## src/rtl/cc_gate_pkg.sv

```systemverilog
package cc_gate_pkg;
  localparam int NUM_COMP = 4;
  localparam int WORD_W = 32;
  localparam int TEST_W = 3;
  localparam int SEL_W = $clog2(NUM_COMP);

  // bit positions a neighbouring decoder relies on
  localparam int UPD_BIT = 8;
  localparam int MASK_LSB = 9;
  localparam int NODEST_BIT = 30;
  localparam int TEST_LSB = 18;
  localparam int SEL_LSB = 21;

  // one-hot class, bit order matches the test field bits
  typedef enum logic [TEST_W-1:0] {
    CLS_LT = 3'b001,
    CLS_EQ = 3'b010,
    CLS_GT = 3'b100
  } ccClass_e;

  typedef struct packed {
    logic                            update;
    logic                            writeOk;
    logic [NUM_COMP-1:0]             mask;
    logic [TEST_W-1:0]               test;
    logic [NUM_COMP-1:0][SEL_W-1:0]  sel;
  } ccStrobes_t;
endpackage

```

## src/rtl/cc_gate_ctrl.sv

```systemverilog
module cc_gate_ctrl
  import cc_gate_pkg::*;
(
  input  logic              instValid,
  input  logic [WORD_W-1:0] instWord0,
  input  logic [WORD_W-1:0] instWord1,
  output ccStrobes_t        strb
);
  always_comb begin
    strb.update  = instValid & instWord0[UPD_BIT];
    strb.writeOk = instValid & ~instWord0[NODEST_BIT];
    strb.mask    = instWord0[MASK_LSB +: NUM_COMP];
    strb.test    = instWord1[TEST_LSB +: TEST_W];
    for (int c = 0; c < NUM_COMP; c++)
      strb.sel[c] = instWord1[SEL_LSB + c*SEL_W +: SEL_W];
  end
endmodule

```

## src/rtl/cc_gate_datapath.sv

```systemverilog
module cc_gate_datapath
  import cc_gate_pkg::*;
(
  input  logic                            clk,
  input  logic                            rst,
  input  ccStrobes_t                      strb,
  input  logic [NUM_COMP-1:0]             resNeg,
  input  logic [NUM_COMP-1:0]             resZero,
  output logic [NUM_COMP-1:0]             wrEn,
  output logic [NUM_COMP-1:0][TEST_W-1:0] ccCur
);
  logic [NUM_COMP-1:0][TEST_W-1:0] ccReg;

  for (genvar c = 0; c < NUM_COMP; c++) begin : g_lane
    logic [TEST_W-1:0] classNext;
    logic [TEST_W-1:0] picked;

    always_comb begin
      if (resZero[c])     classNext = CLS_EQ;
      else if (resNeg[c]) classNext = CLS_LT;
      else                classNext = CLS_GT;
    end

    always_ff @(posedge clk) begin
      if (rst)              ccReg[c] <= CLS_EQ;
      else if (strb.update) ccReg[c] <= classNext;
    end

    assign picked  = ccReg[strb.sel[c]];
    assign wrEn[c] = strb.writeOk & strb.mask[c] & (|(picked & strb.test));
  end

  assign ccCur = ccReg;
endmodule

```

## src/rtl/cc_write_gate.sv

```systemverilog
module cc_write_gate
  import cc_gate_pkg::*;
(
  input  logic              clk,
  input  logic              rst,
  input  logic              instValid,
  input  logic [WORD_W-1:0] instWord0,
  input  logic [WORD_W-1:0] instWord1,
  input  logic [NUM_COMP-1:0] resNeg,
  input  logic [NUM_COMP-1:0] resZero,
  output logic [NUM_COMP-1:0] wrEn
);
  ccStrobes_t strb;
  logic [NUM_COMP-1:0][TEST_W-1:0] ccCur;

  cc_gate_ctrl u_ctrl (
    .instValid(instValid),
    .instWord0(instWord0),
    .instWord1(instWord1),
    .strb(strb)
  );

  cc_gate_datapath u_dp (
    .clk(clk),
    .rst(rst),
    .strb(strb),
    .resNeg(resNeg),
    .resZero(resZero),
    .wrEn(wrEn),
    .ccCur(ccCur)
  );
endmodule

```

## config.mk

```make
export PLATFORM = sky130hd
export DESIGN_NAME = cc_write_gate
export DESIGN_NICKNAME = d
export VERILOG_FILES = /design/src/rtl/cc_gate_pkg.sv /design/src/rtl/cc_gate_ctrl.sv /design/src/rtl/cc_gate_datapath.sv /design/src/rtl/cc_write_gate.sv
export SDC_FILE = /design/constraint.sdc
export NUM_CORES = 1
export LEC_CHECK = 0
export BUFFER_PORTS_ARGS = -buffer_cell sky130_fd_sc_hd__buf_2
export CAP_MARGIN = 15
export CORE_MARGIN = 4
export CORE_UTILIZATION = 29
export CTS_BUF_LIST = sky130_fd_sc_hd__clkbuf_2
export DETAILED_ROUTE_END_ITERATION = 12
export PLACE_DENSITY = 0.65
export SLEW_MARGIN = 20
export SYNTH_ARGS = -nofsm -noshare
export SYNTH_HDL_FRONTEND = slang
export SYNTH_SLANG_ARGS = --single-unit
export TNS_END_PERCENT = 20
```

## constraint.sdc

```tcl
create_clock -name clk -period 1.1 [get_ports clk]
set_input_delay 0.22 -clock clk [delete_from_list [all_inputs] [get_ports clk]]
set_output_delay 0.22 -clock clk [all_outputs]
set_load 0.02 [all_outputs]
```

==> results of run 1 <==
==> power by group through the flow <==
| stage | clock [mW] | sequential, mW | combinational, mW |
|---|---|---|---|
| after global routing | 0.241 | 0.480 | 0.348 |
| after floorplan | 0 | 0.479 | 0.180 |
| after detailed placement | 0 | 0.491 | 0.305 |
| final | 0.208 | 0.477 | 0.320 |
| after CTS | 0.217 | 0.480 | 0.314 |
| after global placement | 0 | 0.488 | 0.295 |
==> worst paths after layout <==
path	from	to	slack, ns
max	u_dp.ccCur[3]	wrEn[1]	-0.55
min	resNeg[0]	u_dp.ccCur[2]	0.23
max reg2reg	u_dp.ccCur[4]	u_dp.ccCur[4]	0.24
min reg2reg	u_dp.ccCur[6]	u_dp.ccCur[6]	0.50
==> kinds of logic (layout without fill, tap and decap cells) <==
group	count (synthesis)	in the layout	synth area share, %
AND/OR/NAND/NOR	42	42	22.8
AO/OA/AOI/OAI	20	20	18.5
multiplexers	20	20	26.7
flip-flops	12	12	24.6
buffers and inverters	9	55	7.43
==> layout make-up <==
cell class / instances / area, sq um
inverters: 1 / 3.75
fillers: 308 / 1750
flip-flops and latches: 12 / 256
well taps: 44 / 55.1
repair buffers: 51 / 330
clock buffers: 3 / 15.0
multi-input cells: 82 / 718
==> routing by layer <==
layer	vias to the layer above	wire length, microns
li1	489	-
met5	-	0
met3	2	201
met4	0	12
met1	483	1400
met2	34	1440
==> timing repair <==
action / CTS / global route
endpoints found under the setup margin: 4 / 4
endpoints found under the hold margin: 0 / 0
setup buffers: 1 / 0
pin swaps: 2 / 5
resized for setup: 9 / 6
==> cells in the final DEF (no fill, tap or decap), drive strengths merged <==
master,count
a41oi,4
nand2b,4
and3,4
nand3,8
nand4b,4
dfxtp,12
mux2i,8
nand2,17
or3,4
nor2b,1
o32a,4
mux2,8
clkbuf,3
inv,1
mux4,4
buf,51
a21oi,8
a211o,4
==> through the flow <==
stage | hold WS [ns] | instance area (sq um) | std cells
2_1_floorplan | 0.314 | 1040 | 103
6_report | 0.226 | 1380 | 193
5_1_grt | 0.206 | 1380 | 193
4_1_cts | 0.216 | 1360 | 193
3_3_place_gp | 0.475 | 1320 | 189
3_5_place_dp | 0.487 | 1320 | 189
==> worst max-delay path: cells and delay by family (launching register included) <==
family                 cells  cell delay [ns]
AO/OA/AOI/OAI              1             0.09
buffers and inverters      1             0.14
flip-flops                 1             0.38
AND/OR/NAND/NOR            1             0.10
multiplexers               1             0.47
==> key figures, run 1 <==
Yosys
  • Most frequent cell after synthesis: nand2_1
  • Yosys cell types: 21
  • Netlist area before placement: about 980 sq um
  • Synth area leader: dfxtp_1
  • Avg Inst Size Synth: between 9 and 10 sq um
  • Sequential share of the synthesized area: 24.6%
  • Synth Flop Type: dfxtp_1
  • Synth cell count leaders: nand2_1 (16), dfxtp_1 (12)
  • Synth Instances: roughly 100
  • Synth area leaders: dfxtp_1 (25%), mux2_2 (9.2%), mux4_2 (9.2%)
  • FFs w/ async S/R, synth: 0%
  • Post-synth EDFFs: 0
  • Synth top area share: 24.6%
  • Yosys warns: 0
  • Post-Synthesis Net Count: roughly 180
  • Post-synthesis register bit count: 12

Floorplanning
  • Io pins: 79
  • Die X-Extent: approximately 66 microns
  • Num rows: 20
  • Initial Util: between 30 and 40%
  • Full die area: 0.00436 sq mm
  • Core area: approximately 0.0031 sq mm
  • Die Ht: ~66 microns

Global routing
  • GRT met1 Usage: 18.7%
  • Most Crowded Layer GR: met2
  • Total GRT Usage: 14.9%
  • Largest net degree at the start of global routing: 15
  • M2 GR Usage: between 20% and 30%
  • Total grt overflow: 0
  • Vias in the first global route: roughly 1100
  • First-pass GRT wire length: 5000 microns
  • Met3 usage: under 10%
  • Initial antenna violation count: 0

Setup path
  • Crit Path Category: flop to output pin
  • Cells along the critical path: mux4_2 > nand2_2 > a41oi_4 > buf_6
  • Critical path endpoint category: output pin
  • Worst endpoint required time: 0.88 ns
  • Critical Path AT: 1.43 ns
  • Critical-path cell with the highest stage delay: mux4_2
  • Critical Path Fanout Max: 5
  • CP Launch Type: flop
  • Crit-path max cell delay: 0.47 ns
  • Worst r2r path cells: 2

Power and ir drop
  • LEAKAGE: 0.554 nW
  • Sw Share: 30.6%
  • Int Power: 0.698 mW
  • Combinational share of power: 31.8%
  • Pwr dens: 729 mW/mm^2
  • Reg power frac: 47.5%
  • Clk network pwr share: ~21%
  • P_sw: 0.308 mW
  • Final Power: 1.01 mW
  • Max VDD drop: around 0.00053 V

Flow run
  • Max-cap violations: 0

Detailed routing
  • Post-Route WL: around 3000 microns
  • DRC: 0
  • Antenna Nets Post-Route: 0
  • Vias: 1008
  • DR WL/cell: roughly 16 microns
  • DR pass1 iterations: 4
  • Via-per-instance ratio: 5.22
  • Iteration-0 DRC Markers: 35

Hold path
  • Tightest Hold Check Type: primary input to flop
  • WHS Path Cells: 3

Final layout
  • Share of cells above drive strength 1: a little under three fifths
  • Max reg flops: 12
  • Final net count: 226
  • Final core utilization: 44.1%
  • Synthesis-to-layout area growth: 41.3%
  • Ant. Diodes: 0

STA
  • Fin crit share: 150%
  • Final min period: between 1.5 and 2 ns
  • FMAX: 605 MHz
  • RSZ-0062 raised after global routing: yes
  • Setup Skew: 0 ns
  • Relative slew slack: 84.0%
  • Hold Violations, Final: 0
  • Final setup vio count: 4
  • Setup TNS: -2.20 ns
  • Final worst setup slack: -0.553 ns
  • Pins Over Slew Limit: 0
  • Worst slew pin tran: 0.239 ns

Clock tree
  • Root buffer cell: clkbuf_2
  • CTS Sinks: 12
  • CTS tree: yes
  • CTS Buffer Depth: 2
  • H-tree Lvls: 1
  • Hold buffers post-CTS: 0
  • Worst-path clk slew: 0.11 ns
  • Skew-Pair Late Insertion Delay: between 0.2 and 0.3 ns
  • Cts bufs inserted: 3

Place
  • GPL Wtd Cong: 0.882
  • PortBufs: 31
  • Pre-CTS setup slack: -0.331 ns
  • Hpwl dp: 2440 microns

Outcome
  • Status: finished with violations
  • Failing checks: negative setup slack
No activity file was read; power rests on OpenSTA's default activity.
==> inputs of run 2 (changes only) <==
--- a/config.mk
+++ b/config.mk
@@ -12,6 +12,7 @@
 export CTS_BUF_LIST = sky130_fd_sc_hd__clkbuf_2
 export DETAILED_ROUTE_END_ITERATION = 12
 export PLACE_DENSITY = 0.65
+export SETUP_SLACK_MARGIN = 0.4
 export SLEW_MARGIN = 20
 export SYNTH_ARGS = -nofsm -noshare
 export SYNTH_HDL_FRONTEND = slang
==> run 2 against run 1 <==
Effect of this change:
- global-route usage grew 0.53 points
- flip-flop and latch count is the same
- clock power is essentially flat
- the flow still finishes with violations (negative setup slack)
- critical endpoint is now wrEn[3]
- fmax shrank 0.46%
- utilization grew 3.5 points
- register-to-register slack is essentially flat
- design area grew 8.0%
- die area is the same
- worst setup slack lost 0.0076 ns
- non-clock buffer count is the same
==> key figures, run 2 (synthesized netlist as in run 1, its figures left out) <==
Global routing
  • Total grt overflow: 0
  • Largest net degree at the start of global routing: 15
  • Initial antenna violation count: 0
  • Total GRT Usage: 15.4%
  • First-pass GRT wire length: 5180 microns
  • Vias in the first global route: 1083

Setup path
  • Critical Path AT: between 1 and 1.5 ns
  • Crit path buf inv count: 1
  • Cells along the critical path: mux4_2 > nand2_2 > a41oi_4 > buf_6
  • Worst r2r path cells: 2
  • Kind of cell adding the most delay to the critical path: multiplexers
  • Worst endpoint required time: 0.88 ns
  • Crit Path Category: flop to output pin
  • CP Launch Type: flop
  • Number of cells on the critical path: 4
  • Critical Path Fanout Max: 5
  • Critical-path cell with the highest stage delay: mux4_2
  • Critical path endpoint category: output pin
  • Crit-path max cell delay: roughly 0.46 ns

Detailed routing
  • DRC: 0
  • Iteration-0 DRC Markers: 35
  • DR WL/cell: 16.0 microns
  • Vias: 1020
  • Post-Route WL: a little over 3000 microns
  • Via-per-instance ratio: 5.28
  • Antenna Nets Post-Route: 0
  • DR pass1 iterations: 4

Final layout
  • Ant. Diodes: 0
  • Filler Cells Inserted: 296
  • Share of cells above drive strength 1: 64.4%
  • Most frequent cells in the layout: buf_2 (25), buf_6 (12), buf_4 (12)
  • Final net count: between 200 and 250
  • Synthesis-to-layout area growth: 52.6%
  • Non-filler instance count after layout: slightly below 200
  • Commonest non-fill, non-tap cell in the layout: buf_2
  • Multi-input gate area: 764 sq um
  • Register area: 270 sq um
  • Max reg flops: 12

Clock tree
  • Root buffer cell: clkbuf_2
  • Worst-path clk slew: 0.11 ns
  • H-tree Lvls: 1
  • CTS tree: yes
  • Skew-Pair Late Insertion Delay: 0.26 ns
  • CTS Sinks: 12
  • Hold buffers post-CTS: 0
  • Cts bufs inserted: 3
  • CTS Buffer Depth: 2

STA
  • RSZ-0062 raised after global routing: yes
  • Final setup vio count: 4
  • Hold Violations, Final: 0
  • Fin crit share: 151%
  • Hold Slack: 0.217 ns
  • FMAX: 602 MHz
  • Final worst setup slack: -0.561 ns
  • Relative slew slack: between 80% and 90%
  • Pins Over Slew Limit: 0
  • Worst slew pin tran: about 0.26 ns
  • Setup Skew: 0 ns
  • Final min period: 1.66 ns
  • Setup TNS: -2.20 ns

Floorplanning
  • Initial Util: 31.2%
  • Io pins: 79
  • Num rows: 20
  • Core area: 0.00313 sq mm
  • Die Ht: 66.0 microns
  • Full die area: 0.00436 sq mm
  • Die X-Extent: 66.0 microns

Outcome
  • Failing checks: negative setup slack
  • Status: finished with violations

Place
  • Placed Cells incl. Taps: 189
  • Pre-CTS setup slack: -0.331 ns
  • GPL Wtd Cong: 0.882
  • PortBufs: 31
  • Hpwl dp: 2440 microns

Power and ir drop
  • Pwr dens: 695 mW/mm^2
  • LEAKAGE: 0.580 nW
  • Final Power: 1.03 mW
  • Max VDD drop: 0.000528 V

Flow run
  • Max-cap violations: 0

Hold path
  • WHS Path Cells: 3
  • Tightest Hold Check Type: primary input to flop
==> run 2: cell counts in the layout (fill, tap and decap cells not counted) <==
No cell type changed its count.
==> run 2: area by class of cell <==
cell class | count | share of cell area [%]
Inverter | 1 | 0.252
Timing Repair Buffer | 51 | 25.5
Multi-Input combinational cell | 82 | 51.3
Tap cell | 44 | 3.70
Sequential cell | 12 | 18.2
Clock buffer | 3 | 1.01
==> run 2: worst min-delay path, stage by stage <==
cell	delay, ns
buf_2	0.09
or3_1	0.09
a21oi_1	0.05
==> run 2: final timing paths <==
check / start / to / slack (ns)
max: u_dp.ccCur[4] / wrEn[3] / -0.56
min reg2reg: u_dp.ccCur[6] / u_dp.ccCur[6] / 0.50
max reg2reg: u_dp.ccCur[1] / u_dp.ccCur[1] / 0.24
min: resNeg[3] / u_dp.ccCur[11] / 0.22
==> run 2: repair_timing <==
item,in CTS,in global routing
hold endpoints to repair,0,0
setup buffers,1,0
pin swaps,19,20
setup endpoints to repair,15,15
gates resized for setup,37,9
==> run 2: power breakdown <==
group	switching, mW	total [mW]	internal, mW
Sequential	0.0265	0.474	0.448
Combinational	0.159	0.351	0.192
Clock	0.135	0.209	0.0744
Total	0.321	1.03	0.714
==> run 2: per-layer routing <==
metal | GRT usage (%) | wire [microns]
met1 | 19.7 | 1360
met2 | 25.8 | 1490
met3 | 4.08 | 220
met4 | 3.55 | 23
met5 | 0 | 0
==> run 2: through the flow <==
stage	instance area (sq um)	utilization, %
finish	1490	47.6
global route	1490	47.6
floorplan	1040	-
detailed placement	1320	42.2
global placement	1320	42.2
CTS	1460	46.6
==> inputs of run 3 (changes only) <==
--- a/config.mk
+++ b/config.mk
@@ -9,7 +9,6 @@
 export CAP_MARGIN = 15
 export CORE_MARGIN = 4
 export CORE_UTILIZATION = 29
-export CTS_BUF_LIST = sky130_fd_sc_hd__clkbuf_2
 export DETAILED_ROUTE_END_ITERATION = 12
 export PLACE_DENSITY = 0.65
 export SETUP_SLACK_MARGIN = 0.4
==> run 3 against run 2 <==
Effect of this change:
- the flow still finishes with violations (negative setup slack)
- global-route usage is 0.071 points higher
- power is 5.0% higher
- combinational power hardly changed
- flip-flop and latch count stayed put
- non-clock buffer count stayed put
- fmax is 0.44% higher
- die area stayed put
- critical path depth stayed put
- critical path type unchanged
==> key figures, run 3 (synthesized netlist as in run 1, its figures left out) <==
Clock tree
  • Cts bufs inserted: 3
  • Worst-path clk slew: roughly 0.070 ns
  • CTS Buffer Depth: 2
  • Root buffer cell: clkbuf_4
  • Skew-Pair Late Insertion Delay: 0.27 ns
  • CTS tree: yes
  • CTS Sinks: 12
  • H-tree Lvls: 1

Power and ir drop
  • Reg power frac: 43.7%
  • Int Power: ~0.77 mW
  • Clk network pwr share: 23.9%
  • Sw Share: 29.4%
  • Max VDD drop: 0.000549 V
  • Pwr dens: roughly 730 mW/mm^2
  • Final Power: 1.09 mW
  • LEAKAGE: a little under 0.6 nW
  • Combinational share of power: between 30% and 40%
  • P_sw: 0.320 mW

Floorplanning
  • Die Ht: 66.0 microns
  • Full die area: between 0.004 and 0.005 sq mm
  • Die X-Extent: about 66 microns
  • Num rows: 20
  • Io pins: 79
  • Core area: roughly 0.0031 sq mm
  • Initial Util: roughly 31%

Detailed routing
  • Iteration-0 DRC Markers: 27
  • DR WL/cell: 16.2 microns
  • DR pass1 iterations: 4
  • Antenna Nets Post-Route: 0
  • DRC: 0
  • Post-Route WL: 3130 microns
  • Via-per-instance ratio: 5.30
  • Vias: about 1000

STA
  • Final setup vio count: 4
  • Final worst setup slack: -0.554 ns
  • Hold Slack: roughly 0.22 ns
  • FMAX: 605 MHz
  • Fin crit share: 150%
  • Relative slew slack: 81.7%
  • RSZ-0062 raised after global routing: yes
  • Pins Over Slew Limit: 0
  • Setup Skew: 0 ns
  • Hold Violations, Final: 0
  • Final min period: 1.65 ns
  • Worst slew pin tran: 0.275 ns

Flow run
  • Max-cap violations: 0

Final layout
  • Max reg flops: 12
  • Most frequent cells in the layout: buf_2 (25), buf_6 (12), buf_4 (12)
  • Final net count: 226
  • Synthesis-to-layout area growth: 53.5%
  • Share of cells above drive strength 1: 64.4%
  • Final core utilization: between 40% and 50%
  • Commonest non-fill, non-tap cell in the layout: buf_2
  • Filler Cells Inserted: approximately 300
  • Ant. Diodes: 0

Setup path
  • Crit Path Category: flop to output pin
  • Worst endpoint required time: 0.88 ns
  • Critical Path Fanout Max: 5
  • Cells along the critical path: mux4_2 > nand2_2 > a41oi_4 > buf_6
  • Critical Path AT: 1.43 ns
  • Critical path endpoint category: output pin
  • Critical-path cell with the highest stage delay: mux4_2
  • CP Launch Type: flop
  • Crit-path max cell delay: 0.46 ns

Global routing
  • Total GRT Usage: around 15%
  • First-pass GRT wire length: 5200 microns
  • Vias in the first global route: 1086
  • Total grt overflow: 0
  • Largest net degree at the start of global routing: 15
  • Initial antenna violation count: 0

Outcome
  • Failing checks: negative setup slack
  • Status: finished with violations

Place
  • Pre-CTS setup slack: -0.331 ns
  • GPL Wtd Cong: 0.882
  • PortBufs: 31
  • Hpwl dp: 2440 microns

Hold path
  • Tightest Hold Check Type: primary input to flop
## run 3: cell types whose count changed in the layout (fill, tap and decap cells not counted)
| cell | before | now |
|---|---|---|
| a21oi_2 | 4 | 5 |
| clkbuf_4 | 0 | 3 |
| nand2_1 | 9 | 10 |
| nand2_2 | 7 | 6 |
| a21oi_1 | 4 | 3 |
| clkbuf_2 | 3 | 0 |
## run 3: layout make-up
cell class              count  area (sq um)  share of cell area (%)
well taps                  44          55.1                    3.68
multi-input cells          82           766                    51.1
flip-flops and latches     12           270                    18.0
clock buffers               3          22.5                    1.50
inverters                   1          3.75                   0.251
repair buffers             51           380                    25.4
## run 3: layer usage
metal / part of all wire [%] / vias up / GRT usage [%]
li1: - / 490 / -
met1: 44 / 494 / 19.7
met2: 48 / 35 / 26.0
met3: 7.0 / 4 / 4.08
met4: 0.83 / 0 / 3.55
met5: 0 / - / 0
## run 3: worst max-delay path: cells and delay by family (launching register included)
family,cells,cell delay [ns]
AOI/OAI and AO/OA,1,0.09
muxes,1,0.46
buffers and inverters,1,0.15
DFF,1,0.37
and+or+nand+nor,1,0.09
## run 3: what timing repair did
action | in CTS | in global routing
gates resized for setup | 36 | 10
pin swaps | 19 | 20
setup endpoints to repair | 15 | 15
setup buffers | 1 | 0
hold buffers | 0 | 0
## run 3: metrics by stage
stage          setup TNS [ns]  cell area (sq um)  instances
2_1_floorplan          -0.491               1040        103
3_3_place_gp            -1.42               1320        189
3_5_place_dp            -1.59               1320        189
4_1_cts                 -2.27               1460        193
5_1_grt                 -2.41               1500        193
6_report                -2.18               1500        193
## run 3: final timing paths
| kind | depth (start not counted) | slack, ns | endpoint | from |
|---|---|---|---|---|
| min | 3 | 0.22 | u_dp.ccCur[11] | resNeg[3] |
| max | 4 | -0.55 | wrEn[3] | u_dp.ccCur[4] |
| max reg2reg | 2 | 0.24 | u_dp.ccCur[1] | u_dp.ccCur[1] |
| min reg2reg | 2 | 0.49 | u_dp.ccCur[6] | u_dp.ccCur[6] |
## run 3: power by group through the flow
stage               Clock (mW)  Combinational, mW  Sequential [mW]
finish                   0.260              0.352            0.475
global route             0.294              0.380            0.477
CTS                      0.269              0.340            0.476
detailed placement           0              0.305            0.491
global placement             0              0.295            0.488
floorplan                    0              0.180            0.479
